[config.mk]
export PLATFORM = sky130hd
export DESIGN_NAME = rtc_irq_aggregator
export DESIGN_NICKNAME = d
export VERILOG_FILES = /design/src/rtl/rtc_irq_pkg.sv /design/src/rtl/rtc_irq_flag.sv /design/src/rtl/rtc_irq_regs.sv /design/src/rtl/rtc_irq_combine.sv /design/src/rtl/rtc_irq_aggregator.sv
export SDC_FILE = /design/constraint.sdc
export NUM_CORES = 1
export LEC_CHECK = 0
export BUFFER_PORTS_ARGS = -buffer_cell sky130_fd_sc_hd__buf_4
export CORE_AREA = 2 2 55 57
export CTS_CLUSTER_SIZE = 16
export DETAILED_ROUTE_END_ITERATION = 6
export DIE_AREA = 0 0 57 59
export GPL_ROUTABILITY_DRIVEN = 0
export GPL_TIMING_DRIVEN = 0
export REMOVE_ABC_BUFFERS = 1
export SYNTH_ARGS = -nofsm -noshare
export SYNTH_HDL_FRONTEND = slang
export SYNTH_SLANG_ARGS = --single-unit
[constraint.sdc]
create_clock -name clk -period 1.28 [get_ports clk]
set_clock_uncertainty 0.05 [all_clocks]
set_input_delay 0.192 -clock clk [delete_from_list [all_inputs] [get_ports clk]]
set_output_delay 0.192 -clock clk [all_outputs]
set_load 0.005 [all_outputs]
[src/rtl/rtc_irq_pkg.sv]
package rtc_irq_pkg;

    typedef enum logic [1:0] {
        REG_STATUS = 2'd0,
        REG_ENABLE = 2'd1,
        REG_WDCTL  = 2'd2,
        REG_NONE   = 2'd3
    } rtc_reg_e;

    // status bit positions
    localparam int BIT_ALARM  = 0;
    localparam int BIT_SWOVER = 1;
    localparam int BIT_WDOG   = 2;
    localparam int BIT_BATLOW = 3;
    localparam int BIT_TS0    = 4;

    localparam int EN_W    = 4;
    localparam int WDCTL_W = 2;

    typedef struct packed {
        logic batlow;
        logic ts;
        logic swover;
        logic alarm;
    } irq_en_t;

    function automatic logic wd_irq_on(input logic [WDCTL_W-1:0] field);
        return |field;
    endfunction

endpackage

[src/rtl/rtc_irq_flag.sv]
module rtc_irq_flag (
    input  logic clk,
    input  logic rst,
    input  logic set,
    input  logic clr,
    output logic flag
);

    always_ff @(posedge clk) begin
        if (rst)      flag <= 1'b0;
        else if (set) flag <= 1'b1;
        else if (clr) flag <= 1'b0;
    end

    // a set always lands, even against a clear
    assert_set_wins_R4: assert property (@(posedge clk) disable iff (rst)
        set |=> flag);

    // a clear without a set empties the flag
    assert_clear_R3: assert property (@(posedge clk) disable iff (rst)
        (clr && !set) |=> !flag);

    // without set or clear the flag holds
    assert_hold_R3: assert property (@(posedge clk) disable iff (rst)
        (!clr && !set) |=> $stable(flag));

endmodule

[src/rtl/rtc_irq_regs.sv]
module rtc_irq_regs
    import rtc_irq_pkg::*;
#(
    parameter int DATA_W = 8
) (
    input  logic                      clk,
    input  logic                      rst,
    input  logic                      wr,
    input  logic [1:0]                addr,
    input  logic [EN_W-1:0]           wdata_lo,
    input  logic [DATA_W-1:0]         status_word,
    output irq_en_t                   en,
    output logic [WDCTL_W-1:0]        wd_ctl,
    output logic [DATA_W-1:0]         rdata
);

    always_ff @(posedge clk) begin
        if (rst) begin
            en     <= '0;
            wd_ctl <= '0;
        end else if (wr) begin
            if (addr == REG_ENABLE) en     <= irq_en_t'(wdata_lo);
            if (addr == REG_WDCTL)  wd_ctl <= wdata_lo[WDCTL_W-1:0];
        end
    end

    always_comb begin
        rdata = '0;
        case (addr)
            REG_STATUS: rdata = status_word;
            REG_ENABLE: rdata[EN_W-1:0] = en;
            REG_WDCTL:  rdata[WDCTL_W-1:0] = wd_ctl;
            default:    rdata = '0;
        endcase
    end

    assert_reset_clear_R1: assert property (@(posedge clk)
        rst |=> (en == '0 && wd_ctl == '0));

    assert_en_hold_R9: assert property (@(posedge clk) disable iff (rst)
        !(wr && addr == REG_ENABLE) |=> $stable(en));

    assert_ctl_hold_R9: assert property (@(posedge clk) disable iff (rst)
        !(wr && addr == REG_WDCTL) |=> $stable(wd_ctl));

endmodule

[src/rtl/rtc_irq_combine.sv]
module rtc_irq_combine
    import rtc_irq_pkg::*;
#(
    parameter int N_TS = 2
) (
    input  logic                alarm_f,
    input  logic                swover_f,
    input  logic                wdog_f,
    input  logic                batlow_f,
    input  logic [N_TS-1:0]     ts_f,
    input  irq_en_t             en,
    input  logic [WDCTL_W-1:0]  wd_ctl,
    output logic                irq_n
);

    localparam int N_TERMS = 5;
    logic [N_TERMS-1:0] terms;

    always_comb begin
        terms[0] = alarm_f  & en.alarm;
        terms[1] = swover_f & en.swover;
        terms[2] = wdog_f   & wd_irq_on(wd_ctl);
        terms[3] = batlow_f & en.batlow;
        terms[4] = (|ts_f)  & en.ts;
        irq_n    = ~(|terms);
    end

endmodule

[src/rtl/rtc_irq_aggregator.sv]
module rtc_irq_aggregator
    import rtc_irq_pkg::*;
#(
    parameter int N_TS   = 2,
    parameter int DATA_W = 8
) (
    input  logic              clk,
    input  logic              rst,
    input  logic              reg_wr,
    input  logic [1:0]        reg_addr,
    input  logic [DATA_W-1:0] reg_wdata,
    output logic [DATA_W-1:0] reg_rdata,
    input  logic              wd_expire,
    input  logic              wd_restart,
    input  logic              alarm_hit,
    input  logic [N_TS-1:0]   ts_event,
    input  logic              bat_switched,
    input  logic              bat_low,
    output logic              irq_n
);

    localparam int N_CLR   = 2 + N_TS;
    localparam int STAT_W  = BIT_TS0 + N_TS;

    logic                status_wr;
    logic [N_CLR-1:0]    clr_set;
    logic [N_CLR-1:0]    clr_wipe;
    logic [N_CLR-1:0]    clr_flag;
    logic                wdog_f;
    logic                batlow_f;
    logic [DATA_W-1:0]   status_word;
    irq_en_t             en;
    logic [WDCTL_W-1:0]  wd_ctl;

    assign status_wr = reg_wr && (reg_addr == REG_STATUS);

    // clearable flags: 0 alarm, 1 switch-over, 2.. timestamp channels
    always_comb begin
        clr_set[0]  = alarm_hit;
        clr_set[1]  = bat_switched;
        clr_wipe[0] = status_wr && !reg_wdata[BIT_ALARM];
        clr_wipe[1] = status_wr && !reg_wdata[BIT_SWOVER];
        for (int i = 0; i < N_TS; i++) begin
            clr_set[2+i]  = ts_event[i];
            clr_wipe[2+i] = status_wr && !reg_wdata[BIT_TS0+i];
        end
    end

    for (genvar g = 0; g < N_CLR; g++) begin : g_clr
        rtc_irq_flag u_flag (
            .clk  (clk),
            .rst  (rst),
            .set  (clr_set[g]),
            .clr  (clr_wipe[g]),
            .flag (clr_flag[g])
        );
    end

    rtc_irq_flag u_wdog (
        .clk  (clk),
        .rst  (rst),
        .set  (wd_expire),
        .clr  (wd_restart),
        .flag (wdog_f)
    );

    always_ff @(posedge clk) begin
        if (rst) batlow_f <= 1'b0;
        else     batlow_f <= bat_low;
    end

    always_comb begin
        status_word = '0;
        status_word[BIT_ALARM]  = clr_flag[0];
        status_word[BIT_SWOVER] = clr_flag[1];
        status_word[BIT_WDOG]   = wdog_f;
        status_word[BIT_BATLOW] = batlow_f;
        status_word[STAT_W-1:BIT_TS0] = clr_flag[N_CLR-1:2];
    end

    rtc_irq_regs #(.DATA_W(DATA_W)) u_regs (
        .clk         (clk),
        .rst         (rst),
        .wr          (reg_wr),
        .addr        (reg_addr),
        .wdata_lo    (reg_wdata[EN_W-1:0]),
        .status_word (status_word),
        .en          (en),
        .wd_ctl      (wd_ctl),
        .rdata       (reg_rdata)
    );

    rtc_irq_combine #(.N_TS(N_TS)) u_combine (
        .alarm_f  (clr_flag[0]),
        .swover_f (clr_flag[1]),
        .wdog_f   (wdog_f),
        .batlow_f (batlow_f),
        .ts_f     (clr_flag[N_CLR-1:2]),
        .en       (en),
        .wd_ctl   (wd_ctl),
        .irq_n    (irq_n)
    );

    initial begin
        assert (STAT_W <= DATA_W) else $error("status word does not fit DATA_W");
    end

    assert_reset_irq_R1: assert property (@(posedge clk)
        rst |=> irq_n);

    // only expiry or restart move the watchdog flag
    assert_wd_write_immune_R5: assert property (@(posedge clk) disable iff (rst)
        (!wd_expire && !wd_restart) |=> $stable(wdog_f));

    assert_wd_expire_wins_R5: assert property (@(posedge clk) disable iff (rst)
        (wd_expire && wd_restart) |=> wdog_f);

    assert_batlow_track_R6: assert property (@(posedge clk) disable iff (rst)
        !rst |=> (batlow_f == $past(bat_low)));

endmodule

# After elaboration in Yosys (flattened, before gate mapping)
# Cells that the tools add are included.
totals:
  regBits: 12
  inputBits: 20
  word_cells: 52
op_classes:
  bitwise_logic: 6
  mux: 13
  n_eq_ne: 2
  n_reduce_logical: 20
op_table:
  columns: ["cell", "count"]
  rows:
  - ["two-way mux 1 bit", 10]
  - ["nonzero test 2 bit", 5]
  - ["one-hot mux 2 bit (3 select lines)", 1]
  - ["AND 1 bit", 5]
  - ["logical AND 1 bit", 5]
  - ["OR reduction 5 bit", 1]
  - ["logical NOT 1 bit", 4]
  - ["one-hot mux 2 bit (2 select lines)", 1]
  - ["AND reduction 2 bit", 2]
  - ["OR reduction 2 bit", 2]
  - ["== test 2 x 1 -> 1 bit (second input constant)", 1]
  - ["== test 2 bit (second input constant)", 1]
  - ["logical NOT 2 bit", 1]
  - ["two-way mux 2 bit", 1]
  - ["inverter 1 bit", 1]

# Longest topological paths before layout
depth:
  ltp_word: 5
  ltp_mapped: 3

# Cells and area by module
# From an unflattened synthesis, not the netlist that was laid out.
hier_totals:
  hier_cells: 72
  area_unflattened_um2: 678.2
modules_own_cells:
  columns: ["mod", "area_per_inst_um2", "cells_per_inst", "instances"]
  rows:
  - ["rtc_irq_regs", 392.9, 41, 1]
  - ["rtc_irq_flag", 38.8, 4, 5]
  - ["rtc_irq_aggregator", 65.1, 7, 1]
  - ["rtc_irq_combine", 26.3, 4, 1]

# Worst setup path after synthesis
# OpenSTA, ideal clock, no wires.
synth_path:
  path_kind: "register -> output"
  startpoint: "reg u_regs.en[0] (netlist name)"
  endpoint: "out irq_n"
  path_slack_ns: 0.256
  t_required_ns: 1.038
  arrival_ns: 0.782
  stages_incl_launch_ff: 3
  cell_sequence: "dfxtp_1 -> a222oi_1 -> and3_1"
synth_between:
  elab_chain_len: 3
synth_rtl:
  columns: ["element", "line", "text"]
  rows:
  - ["AND 1 bit", "rtc_irq_combine.sv:20", "terms[0] = alarm_f & en.alarm;"]
  - ["OR reduction 5 bit", "rtc_irq_combine.sv:25", "irq_n = ~(|terms);"]
  - ["inverter 1 bit", "rtc_irq_combine.sv:25", null]
  - ["to (decl)", "rtc_irq_aggregator.sv:19", "output logic irq_n"]
# No other way between the ends.

# Worst setup path in the final report
layout_path:
  startpoint: "reg g_clr[0].u_flag.flag"
  endpoint: "out irq_n"
layout_between:
  elab_chain_len: 3
layout_rtl:
  columns: ["element", "line", "text"]
  rows:
  - ["from (decl)", "rtc_irq_flag.sv:6", "output logic flag"]
  - ["from (signal assigned)", "rtc_irq_flag.sv:10", "if (rst) flag <= 1'b0;"]
  - ["from (signal assigned)", "rtc_irq_flag.sv:11", "else if (set) flag <= 1'b1;"]
  - ["from (signal assigned)", "rtc_irq_flag.sv:12", "else if (clr) flag <= 1'b0;"]
  - ["AND 1 bit", "rtc_irq_combine.sv:20", null]
  - ["OR reduction 5 bit", "rtc_irq_combine.sv:25", null]
  - ["inverter 1 bit", "rtc_irq_combine.sv:25", null]
# No other way between the ends.

==> reports/qor.txt <==
outcome = complete, but fails checks
failing checks = setup timing
final setup margin = -0.221 ns
fin. max-slew vios = 0
Crit Path Category = reg -> out
largest net degree at the start of global routing = 17
Num CTS Buffers = 3
Placed Cells = 120
fmax = 666 MHz
die span in y = 59 um
Starting Density = 24.6%
Routed Antenna Nets = 0
Post-Place Worst Slack = 0.0657 ns
arrival time at the worst endpoint = 1.26 ns
Post-Syn Area = 667 sq um
PwrDens = 949 nW/um^2
maximum buffer depth of the clock tree = 2
Crit. End Element = primary output
Final Hold Viols = 0
Setup-failing EPs final = 2
synth warn = 0
Nets = 115
Root Driver = clkbuf_4
fin cells = 125
# DRC = 0
drt wl/cell = 11.4 um
drt initial violations = 8
via count = 540
full die area = 3360 sq um
max-cap violations = 0
H-tree depth = 1
RSZ-0062 raised after global routing = true
CTS tree = built
Total Routing Usage GR = 9.66%
share of the synthesized area in the top cell type = 36.0%
First-pass DRT Iterations = 4
Port Buffers = 24
Detailed Place HPWL = 1110 um
Total Negative Setup Slacks = -0.246 ns
Area growth syn-to-layout = 34.9%
Yosys cell types = 20
synthesized flop and latch total = 12
Hold Path Class = in -> reg
largest cells by area after synthesis = dfxtp_1 36%, mux2i_1 15%, nand2b_1 10%
maximum VDD drop = 0.000708 V
initial antenna violation count = 0
hold_ws = 0.0770 ns
share of cells above drive strength 1 = 39.4%
CP max FO = 2
I/O pin count = 29
final WL = 1430 um
CORE AREA = 2710 sq um
grt ovf = 0
n_diodes = 0
Core Rows = 19
Tcrit/Tclk final = 117%
largest area contributor in the netlist = dfxtp_1
Clk Latency, worst-skew pair = 0.27 ns
Die Wd = 57 um
Syn Inst Count = 69
routed vias/inst = 4.32
first-pass GRT wire length = 2400 um
Leakage = 0.398 nW
CP required = 1.04 ns
CP Launch Type = flip-flop
hold_buf cts = 0
sequential area share after synthesis = 36.0%
fin crit period = 1.50 ns
vias in the first global route = 523
Avg Cell Area, Syn = 9.67 sq um
Sink Count = 12
Worst-path clk slew = 0.07 ns
## cell families after synthesis
group,count (synthesis),synth area share [%]
AND/OR/NAND/NOR,30,30.6
flip-flops,12,36.0
AO/OA/AOI/OAI,10,10.9
multiplexers,10,15.0
buffers and inverters,6,6.94
other,1,0.562
## critical path, stage by stage, from the launching register on
cell	delay (ns)
dfxtp_2	0.33
a222oi_1	0.34
and3_1	0.21
buf_4	0.11
## cell usage after synthesis
library cell	n
buf_4	2
nor3b_4	1
nand2b_1	11
nor3b_1	2
dfxtp_1	12
a222oi_1	1
a21oi_1	1
inv_1	1
and3b_4	2
nor2b_1	2
buf_2	1
o21ai_0	2
mux2i_1	10
o2bb2ai_1	2
buf_6	2
nand3b_4	1
conb_1	1
a211oi_1	4
nor2_1	10
and3_1	1
## power by group
| part | switching, W | leakage [nW] | internal [W] | total (W) |
|---|---|---|---|---|
| Sequential | 0.0000135 | 0.0998 | 0.000394 | 0.000408 |
| Clock | 0.000120 | 0.0210 | 0.000173 | 0.000293 |
| Combinational | 0.0000621 | 0.277 | 0.0000907 | 0.000153 |
| Total | 0.000196 | 0.398 | 0.000658 | 0.000854 |
## flip-flops by register name (all words and copies together) (netlist names)
register,count
batlow_f,1
g_clr.u_flag.flag,4
u_regs.en,4
u_regs.wd_ctl,2
u_wdog.flag,1
## area by class of cell
cell class	count	area [sq um]
clock buffer	4	36.3
fill	275	1810
inverter	1	3.75
multi-input combinational	52	389
sequential	12	244
tap	31	38.8
timing repair buffer	25	188
## metal layers
metal | wire length [um] | vias up | global-route usage, %
met5 | 0 | - | 0
met4 | 0 | 0 | 1.99
met3 | 136 | 0 | 5.02
met2 | 584 | 21 | 14.9
met1 | 707 | 233 | 12.1
li1 | - | 286 | -
## cell usage in the layout, fill, tap and decap left out
cell type	n
buf_4	25
nand2b_1	11
mux2i_1	10
nor2_1	10
dfxtp_1	9
a211oi_1	4
clkbuf_4	3
dfxtp_2	3
nor2b_1	2
o2bb2ai_1	2
o21ai_0	2
and3b_4	2
conb_1	2
a222oi_1	1
and3_1	1
nor3b_1	1
nor3b_4	1
inv_1	1
a21oi_1	1
nand3b_4	1
nor3b_2	1
clkbuf_8	1
## final timing paths
kind / cells past startpoint / slack, ns / start / endpoint
setup / recovery: 3 / -0.22 / g_clr[0].u_flag.flag / irq_n
hold / removal: 2 / 0.08 / bat_low / batlow_f
setup reg to reg: 3 / 0.48 / g_clr[0].u_flag.flag / g_clr[0].u_flag.flag
hold reg to reg: 2 / 0.44 / u_wdog.flag / u_wdog.flag
## per-stage QoR
stage	power (W)	utilization [%]	cell area (sq um)
2_1_floorplan	0.000476	-	628
3_3_place_gp	0.000563	31.3	847
3_5_place_dp	0.000567	31.3	847
4_1_cts	0.000867	32.9	892
5_1_grt	0.000913	33.2	900
6_report	0.000854	33.2	900
## timing repair
| action | 4_1_cts | 5_1_grt |
|---|---|---|
| gates resized for setup | 1 | 3 |
| setup endpoints to repair | 2 | 4 |
| pin swaps | 3 | 1 |
| buffers inserted | 1 | 1 |
(Power assumes the default switching activity.)
